--- config.mk ---
export PLATFORM = sky130hd
export DESIGN_NAME = spi_sck_cs_seq
export DESIGN_NICKNAME = d
export VERILOG_FILES = /design/src/rtl/spi_seq_pkg.sv /design/src/rtl/spi_seq_tick.sv /design/src/rtl/spi_seq_delay.sv /design/src/rtl/spi_seq_csdrv.sv /design/src/rtl/spi_sck_cs_seq.sv
export SDC_FILE = /design/constraint.sdc
export NUM_CORES = 1
export LEC_CHECK = 0
export BUFFER_PORTS_ARGS = -buffer_cell sky130_fd_sc_hd__clkbuf_2
export CAP_MARGIN = 40
export CELL_PAD_IN_SITES_DETAIL_PLACEMENT = 2
export CELL_PAD_IN_SITES_GLOBAL_PLACEMENT = 2
export CORE_ASPECT_RATIO = 1.5
export CORE_MARGIN = 3
export CORE_UTILIZATION = 29
export CTS_BUF_LIST = sky130_fd_sc_hd__clkbuf_2
export CTS_CLUSTER_DIAMETER = 50
export DETAILED_ROUTE_END_ITERATION = 12
export PLACE_DENSITY_LB_ADDON = 0.08
export SYNTH_ARGS = -nofsm -noshare
export SYNTH_HDL_FRONTEND = slang
export SYNTH_SLANG_ARGS = --single-unit
--- constraint.sdc ---
create_clock -name clk -period 6.1 [get_ports clk]
set_clock_uncertainty 0.2 [all_clocks]
set_input_delay 0.305 -clock clk [delete_from_list [all_inputs] [get_ports clk]]
set_output_delay 0.305 -clock clk [all_outputs]
set_load 0.1 [all_outputs]
--- src/rtl/spi_seq_pkg.sv ---
package spi_seq_pkg;

    typedef enum logic [2:0] {
        ST_IDLE,
        ST_LEAD,
        ST_SHIFT,
        ST_TRAIL,
        ST_REST,
        ST_GAP,
        ST_HOLD
    } seq_state_t;

    localparam logic [1:0] CSM_HOLD = 2'd2;
    localparam logic [1:0] CSM_OFF  = 2'd3;

endpackage

--- src/rtl/spi_seq_tick.sv ---
// Half-period tick generator: one pulse every div+1 cycles, restartable.
module spi_seq_tick #(
    parameter int DIV_W = 12
) (
    input  logic             clk,
    input  logic             rst_n,
    input  logic             clear,
    input  logic [DIV_W-1:0] div,
    output logic             tick
);
    logic [DIV_W-1:0] cnt_q;

    assign tick = !clear && (cnt_q >= div);

    always_ff @(posedge clk or negedge rst_n) begin
        if (!rst_n) begin
            cnt_q <= '0;
        end else if (clear || tick) begin
            cnt_q <= '0;
        end else begin
            cnt_q <= cnt_q + 1'b1;
        end
    end
endmodule

--- src/rtl/spi_seq_delay.sv ---
// Tick-driven countdown shared by all delay states.
module spi_seq_delay #(
    parameter int CNT_W = 9
) (
    input  logic             clk,
    input  logic             rst_n,
    input  logic             load,
    input  logic [CNT_W-1:0] load_val,
    input  logic             tick,
    output logic             expired
);
    logic [CNT_W-1:0] cnt_q;

    assign expired = (cnt_q == '0);

    always_ff @(posedge clk or negedge rst_n) begin
        if (!rst_n) begin
            cnt_q <= '0;
        end else if (load) begin
            cnt_q <= load_val;
        end else if (tick && !expired) begin
            cnt_q <= cnt_q - 1'b1;
        end
    end
endmodule

--- src/rtl/spi_seq_csdrv.sv ---
// Inactive-level register and per-line chip-select drive.
module spi_seq_csdrv #(
    parameter int NUM_CS = 4,
    parameter int ID_W   = 5,
    parameter int REG_W  = 32
) (
    input  logic              clk,
    input  logic              rst_n,
    input  logic              idle_we,
    input  logic [REG_W-1:0]  idle_wdata,
    output logic [REG_W-1:0]  idle_rdata,
    input  logic [ID_W-1:0]   cs_id,
    input  logic              drive_en,
    output logic [NUM_CS-1:0] cs_lines
);
    logic [NUM_CS-1:0] lvl_q;
    logic              unused_wr_hi;

    assign unused_wr_hi = ^idle_wdata;

    always_ff @(posedge clk or negedge rst_n) begin
        if (!rst_n) begin
            lvl_q <= '1;
        end else if (idle_we) begin
            lvl_q <= idle_wdata[NUM_CS-1:0];
        end
    end

    generate
        if (REG_W > NUM_CS) begin : g_pad
            assign idle_rdata = {{(REG_W-NUM_CS){1'b0}}, lvl_q};
        end else begin : g_full
            assign idle_rdata = lvl_q[REG_W-1:0];
        end
    endgenerate

    for (genvar i = 0; i < NUM_CS; i++) begin : g_line
        assign cs_lines[i] = lvl_q[i] ^ (drive_en && (cs_id == ID_W'(i)));
    end
endmodule

--- src/rtl/spi_sck_cs_seq.sv ---
module spi_sck_cs_seq
    import spi_seq_pkg::*;
#(
    parameter int NUM_CS = 4,
    parameter int DIV_W  = 12,
    parameter int DLY_W  = 8,
    parameter int ID_W   = 5,
    parameter int REG_W  = 32
) (
    input  logic              clk,
    input  logic              rst_n,
    input  logic [DIV_W-1:0]  cfg_div,
    input  logic [1:0]        cfg_clk_mode,
    input  logic [ID_W-1:0]   cfg_cs_id,
    input  logic [1:0]        cfg_cs_mode,
    input  logic [DLY_W-1:0]  cfg_dly_cs_sck,
    input  logic [DLY_W-1:0]  cfg_dly_sck_cs,
    input  logic [DLY_W-1:0]  cfg_dly_inter_cs,
    input  logic [DLY_W-1:0]  cfg_dly_frame_gap,
    input  logic              idle_we,
    input  logic [REG_W-1:0]  idle_wdata,
    output logic [REG_W-1:0]  idle_rdata,
    input  logic              frame_req,
    input  logic              frame_done,
    output logic              sck,
    output logic [NUM_CS-1:0] cs_lines,
    output logic              sample_stb,
    output logic              launch_stb
);
    localparam int CNT_W = DLY_W + 1;

    seq_state_t       state_q, state_d;
    logic             req_pend_q, done_pend_q;
    logic             sck_q, smp_q, lch_q;
    logic             tick, dly_exp, dly_load, flip;
    logic [CNT_W-1:0] dly_val;
    logic             pha, pol, hold_pol, start, end_seen, at_rest;
    logic             in_shift, in_hold, consume, drive_en;

    assign pha      = cfg_clk_mode[0];
    assign pol      = cfg_clk_mode[1];
    assign hold_pol = (cfg_cs_mode == CSM_HOLD);
    assign start    = frame_req | req_pend_q;
    assign end_seen = frame_done | done_pend_q;
    assign at_rest  = (sck_q == pol);
    assign in_shift = (state_q == ST_SHIFT);
    assign in_hold  = (state_q == ST_HOLD);
    assign consume  = start && ((state_q == ST_IDLE) || (in_hold && hold_pol));
    assign drive_en = (state_q != ST_IDLE) && (state_q != ST_REST) && (cfg_cs_mode != CSM_OFF);

    spi_seq_tick #(.DIV_W(DIV_W)) tick_i (
        .clk   (clk),
        .rst_n (rst_n),
        .clear ((state_q == ST_IDLE) || in_hold),
        .div   (cfg_div),
        .tick  (tick)
    );

    spi_seq_delay #(.CNT_W(CNT_W)) dly_i (
        .clk      (clk),
        .rst_n    (rst_n),
        .load     (dly_load),
        .load_val (dly_val),
        .tick     (tick),
        .expired  (dly_exp)
    );

    spi_seq_csdrv #(.NUM_CS(NUM_CS), .ID_W(ID_W), .REG_W(REG_W)) cs_i (
        .clk        (clk),
        .rst_n      (rst_n),
        .idle_we    (idle_we),
        .idle_wdata (idle_wdata),
        .idle_rdata (idle_rdata),
        .cs_id      (cfg_cs_id),
        .drive_en   (drive_en),
        .cs_lines   (cs_lines)
    );

    // Next-state logic; each delay state lasts 2*delay+1 half periods.
    always_comb begin
        state_d  = state_q;
        dly_load = 1'b0;
        dly_val  = '0;
        flip     = 1'b0;
        unique case (state_q)
            ST_IDLE: begin
                if (start) begin
                    state_d  = ST_LEAD;
                    dly_load = 1'b1;
                    dly_val  = {cfg_dly_cs_sck, 1'b0};
                end
            end
            ST_LEAD: begin
                if (tick && dly_exp) state_d = ST_SHIFT;
            end
            ST_SHIFT: begin
                if (tick) begin
                    if (at_rest && end_seen) begin
                        dly_load = 1'b1;
                        if (hold_pol) begin
                            state_d = ST_GAP;
                            dly_val = {cfg_dly_frame_gap, 1'b0};
                        end else begin
                            state_d = ST_TRAIL;
                            dly_val = {cfg_dly_sck_cs, 1'b0};
                        end
                    end else begin
                        flip = 1'b1;
                    end
                end
            end
            ST_TRAIL: begin
                if (tick && dly_exp) begin
                    state_d  = ST_REST;
                    dly_load = 1'b1;
                    dly_val  = {cfg_dly_inter_cs, 1'b0};
                end
            end
            ST_REST: begin
                if (tick && dly_exp) state_d = ST_IDLE;
            end
            ST_GAP: begin
                if (tick && dly_exp) state_d = ST_HOLD;
            end
            ST_HOLD: begin
                if (!hold_pol) begin
                    state_d  = ST_TRAIL;
                    dly_load = 1'b1;
                    dly_val  = {cfg_dly_sck_cs, 1'b0};
                end else if (start) begin
                    state_d = ST_SHIFT;
                end
            end
            default: state_d = ST_IDLE;
        endcase
    end

    always_ff @(posedge clk or negedge rst_n) begin
        if (!rst_n) begin
            state_q     <= ST_IDLE;
            req_pend_q  <= 1'b0;
            done_pend_q <= 1'b0;
        end else begin
            state_q     <= state_d;
            req_pend_q  <= consume ? 1'b0 : (req_pend_q | frame_req);
            done_pend_q <= (in_shift && state_d == ST_SHIFT) ? (done_pend_q | frame_done) : 1'b0;
        end
    end

    always_ff @(posedge clk or negedge rst_n) begin
        if (!rst_n) begin
            sck_q <= 1'b0;
            smp_q <= 1'b0;
            lch_q <= 1'b0;
        end else begin
            smp_q <= flip && (at_rest ^ pha);
            lch_q <= flip && !(at_rest ^ pha);
            if (!in_shift) begin
                sck_q <= pol;
            end else if (flip) begin
                sck_q <= ~sck_q;
            end
        end
    end

    assign sck        = sck_q;
    assign sample_stb = smp_q;
    assign launch_stb = lch_q;
endmodule

# After elaboration in Yosys (flattened, before gate mapping)
# Cells that the tools add are included.
# totals
regBits,33
output_inout_bits,39
# op_classes
n_addsub,2
magnitude_cmp,1
eq_ne,15
n_mux,34
n_bitwise,8
reduce_logical,26
# ops
operator,count
$mux 9,8
$pmux 9 s4,1
$mux 3,10
$pmux 3 s7,1
$logic_and 1x1->1,15
$add 12x1->12 const B,1
$ge 12x12->1,1
$mux 1,12
$mux 12,1
$eq 5x2->1 const B,2
$eq 3x2->1 const B,3
$eq 3x3->1 const B,3
$logic_not 9->1,1
$sub 9x1->9 const B,1
$eq 5x1->1 const B,1
$logic_not 5->1,1
$xor 1x1->1,5
$ne 2x2->1 const B,2
$pmux 1 s4,1
$eq 3x1->1 const B,1
$logic_not 1->1,3
$logic_not 3->1,1
$logic_or 1x1->1,3
$ne 3x3->1 const B,1
other kinds (6),7

# Longest topological paths before layout
# depth
word_depth,10
mapped_depth,10
mapped_depth_nobuf,8

# Cells and area by module
# A second synthesis with hierarchy kept.
# unflattened
hier_cells,306
hier_area_um2,2736.4
# by_module_without_submodules
mod,instances,cells_each,area_per_inst_um2
spi_seq_tick,1,102,944.7
spi_sck_cs_seq,1,82,716.9
spi_seq_delay,1,75,624.3
spi_seq_csdrv,1,47,450.4

# Worst setup path before layout
# No wires, ideal clock.
# synth_path
path_kind,register to output
from,register state_q[0]
to,output port cs_lines[3]
arrival_time_ps,2703
required_ps,5595
slack_ps,2892
stages_incl_launch_ff,6
path_buffers,1
cell_sequence,dfrtp_1 > buf_2 > o21ai_0 > nor4_1 > nand3_1 > xnor2_1
# synth_via
elab_chain_len,5
# synth_lines
item,line,rtl
from (decl),spi_sck_cs_seq.sv:32,"seq_state_t state_q, state_d;"
from (signal assigned),spi_sck_cs_seq.sv:144,state_q <= state_d;
$ne 3x3->1 or $reduce_bool 3->1 (tied branches),spi_sck_cs_seq.sv:49,assign drive_en = (state_q != ST_IDLE) && (state_q != ST_REST) && (cfg_cs_mode != CSM_OFF);
$logic_and 1x1->1 * (2 in series),spi_sck_cs_seq.sv:49,
$logic_and 1x1->1 *,spi_seq_csdrv.sv:38,assign cs_lines[i] = lvl_q[i] ^ (drive_en && (cs_id == ID_W'(i)));
$xor 1x1->1 *,spi_seq_csdrv.sv:38,
to (decl),spi_sck_cs_seq.sv:26,"output logic [NUM_CS-1:0] cs_lines,"
# Mark *: on every way between the ends. The rest lies on a longest branch, timed or not.

# Worst setup path in the final report
# layout_path
from,register tick_i.cnt_q[9]
to,register dly_i.cnt_q[8]
# layout_via
elab_chain_len,6
# layout_lines
item,line,rtl
from (decl),spi_seq_tick.sv:11,logic [DIV_W-1:0] cnt_q;
from (signal assigned),spi_seq_tick.sv:21,cnt_q <= cnt_q + 1'b1;
$ge 12x12->1 *,spi_seq_tick.sv:13,assign tick = !clear && (cnt_q >= div);
$logic_and 1x1->1 *,spi_seq_tick.sv:13,
$logic_and 1x1->1,spi_sck_cs_seq.sv:113,if (tick && dly_exp) begin
$mux 9 or $mux 1 (tied branches),spi_sck_cs_seq.sv:113,
$pmux 9 s4 or $pmux 1 s4 (tied branches),spi_sck_cs_seq.sv:85,unique case (state_q)
$mux 9 or $reduce_bool 2->1 (tied branches),-,
to (signal assigned),spi_seq_delay.sv:20,cnt_q <= load_val;
to (signal assigned),spi_seq_delay.sv:22,cnt_q <= cnt_q - 1'b1;
to (decl),spi_seq_delay.sv:12,logic [CNT_W-1:0] cnt_q;
# Marked as above.
# A chain may end at the register's enable or synchronous reset.

==> reports/qor.csv <==
metric,value,unit
total core area,9310,um^2
period utilization,57.7,%
Wirelength per Cell,17.4,um
vias,2649,
die footprint,10900,um^2
maxcap violations,0,
crit-path max cell delay,610,ps
die height,126,um
synth warn,0,
Final Setup Violations,0,
post-layout min period,3520,ps
first-pass GRT wire length,15200,um
Commonest cells post-synth,"nand2_1 (37), buf_4 (30), dfrtp_1 (29)",
Clk Tree Root Cell,clkbuf_2,
Max Fanout on Critical Path,27,
RSZ-0062 raised after global routing,false,
Detail Route Antenna Nets,0,
synth top area cells,"dfrtp_1 (26%), buf_4 (8.1%), ha_1 (6.3%)",
total track usage,17.7,%
R2R cell count,9,
crit path launch type,flip-flop,
worst setup margin,2580,ps
crit-path cells,ha_1 > and4_4 > nor3b_4 > a221oi_4 > buf_4 > o21bai_2 > a21oi_1 > a211oi_1 > dlygate4sd3_1,
vias in the first global route,2939,
n_diodes,0,
count of different cell masters after synthesis,63,
largest net degree at the start of global routing,28,
Max Slew Vio Count,0,
CTS Buf Count,5,
worst hold stages,3,
GP Congestion,0.762,
post-layout power,0.911,mW
I/O pin total,129,
CTS HTree Levels,2,
Slew headroom,53.4,%
Initial Utilization,30.0,%
share of layout cells above drive strength 1,26.2,%
clock tree buffer depth,2,
crit path kind,reg2reg,
Final Hold Viols,0,
number of synthesized flops with an enable pin,0,
worst skew pair latency,410,ps
Synth async-reset ratio,100,%
Port Buffers,72,
DP HPWL,7340,um
HP Class,in2reg,
cell taking the most area after synthesis,dfrtp_1,
LEAKAGE,1.55,nW
status,"complete, no violations",
Final Hold Slack,46.2,ps
crit path DAT,3660,ps
"Seq/Total Area, Yosys",29.8,%
CTS tree,done,
# DRC,0,
crit path capture type,flip-flop,
CTS sink count,33,
Pre-antenna DRT Iters,4,
Synth Instances,328,
"Slowest-stage cell, CP",o21bai_2,
top_reg_cell synth,dfrtp_1,
dpl ws,3050,ps
PwrDens,273,nW/um^2
peak supply drop,0.145,mV
nets,515,
actual slew at the worst max-slew pin,699,ps
antenna violations before repair,0,
setup TNS,0,ps
most numerous cell in the Yosys netlist,nand2_1,
Peak Freq,0.284,GHz
Die W,86.1,um
Post-Route WL,9140,um
grt ovf,0,
CP required,6240,ps
Synth top area share,26.0,%
Clock Pin Slew Worst Setup and Hold Paths,170,ps
Vias per Instance,5.06,
Starting DRT DRC Count,49,
Mean Syn Cell Area,8.51,um^2
area delta synth->final,19.3,%
Rows,43,
Yosys reg bits,33,
Post-Syn Area,2790,um^2
stage by stage:
| stage | utilization (%) | cells | cell area, um^2 |
|---|---|---|---|
| finish | 35.8 | 524 | 3330 |
| global route | 35.8 | 524 | 3330 |
| CTS | 35.8 | 524 | 3330 |
| detailed placement | 34.0 | 503 | 3160 |
| global placement | 33.7 | 502 | 3140 |
| floorplan | - | 355 | 2890 |
cell type report:
cell class | instances | area [um^2]
sequential | 33 | 831
multi-input combinational | 267 | 1730
timing repair buffer | 88 | 533
inverter | 16 | 60.1
clock buffer | 5 | 25.0
fill | 1137 | 5980
clock inverter | 3 | 12.5
tap | 112 | 140
power breakdown:
part / internal (mW) / leakage [nW] / switching (mW)
clock: 0.0250 / 0.0278 / 0.0812
sequential: 0.265 / 0.409 / 0.0554
combinational: 0.160 / 1.11 / 0.325
state kept, by name (all words and copies together) (netlist names):
| signal | count |
|---|---|
| req_pend_q | 1 |
| cs_i.lvl_q | 4 |
| done_pend_q | 1 |
| state_q | 3 |
| launch_stb | 1 |
| tick_i.cnt_q | 12 |
| dly_i.cnt_q | 9 |
| sck | 1 |
| sample_stb | 1 |
metal layers:
layer  GRT usage (%)  wire, um  vias to the layer above
met2            34.1      5180                       54
li1                -         -                     1278
met5               0         0                        -
met1            20.1      3550                     1312
met4            3.63        86                        0
met3            2.62       319                        5
layout by cell type, fill, tap and decap left out, drive strengths merged, types with 2 or more instances in the layout:
cell,netlist,layout
clkbuf,3,77
buf,36,3
and2,5,5
nand4,7,7
nand2b,3,3
mux2,4,4
dlygate4sd3,0,13
dfrtp,29,29
inv,16,16
nor2,30,30
a2111oi,2,2
or2,3,3
o21ai,16,16
nand3,7,7
dfstp,4,4
nor3,11,11
nand3b,2,2
a31o,3,3
conb,1,28
nand2,38,38
clkinv,0,3
ha,14,14
a211oi,10,10
a221oi,3,3
nor4,7,7
a41o,2,2
and3,6,6
xnor2,9,9
nor2b,6,6
nor3b,7,7
a21oi,8,8
o211ai,4,4
nor4b,4,4
and4,2,2
o2111ai,2,2
xor2,10,10
path summary, 6_finish.rpt:
check,start,to,slack [ps]
worst max-delay path,tick_i.cnt_q[9]$_DFF_PN0_,dly_i.cnt_q[8]$_DFFE_PN0P_,2580
worst min-delay path,cfg_clk_mode[0],launch_stb$_DFF_PN0_,50
worst max register to register,tick_i.cnt_q[9]$_DFF_PN0_,dly_i.cnt_q[8]$_DFFE_PN0P_,2580
worst min register to register,tick_i.cnt_q[0]$_DFF_PN0_,tick_i.cnt_q[0]$_DFF_PN0_,320
max in group asynchronous,rst_n,cs_i.lvl_q[2]$_DFFE_PN1P_,4950
min in group asynchronous,rst_n,dly_i.cnt_q[4]$_DFFE_PN0P_,150
logic make-up after synthesis:
| family | share of synthesized area [%] |
|---|---|
| flip-flops | 29.8 |
| AND/OR/NAND/NOR | 28.8 |
| other | 0.134 |
| XOR/XNOR | 5.96 |
| adder cells (fa/ha/maj) | 6.28 |
| buffers and inverters | 11.9 |
| multiplexers | 1.61 |
| AO/OA/AOI/OAI | 15.6 |
what timing repair did:
action                                 CTS  global route
endpoints found under the hold margin   37             0
setup buffers                            0             0
resized for setup                        0             0
hold buffers                            13             0
worst max-delay path: cells and delay by family, from the launching register on:
kind            cells  cell delay (ps)
flops               1              450
simple gates        2              630
fa+ha+maj           1              320
compound gates      4             1030
buf+inv             2              840
Power figures use the tool's default switching activity.
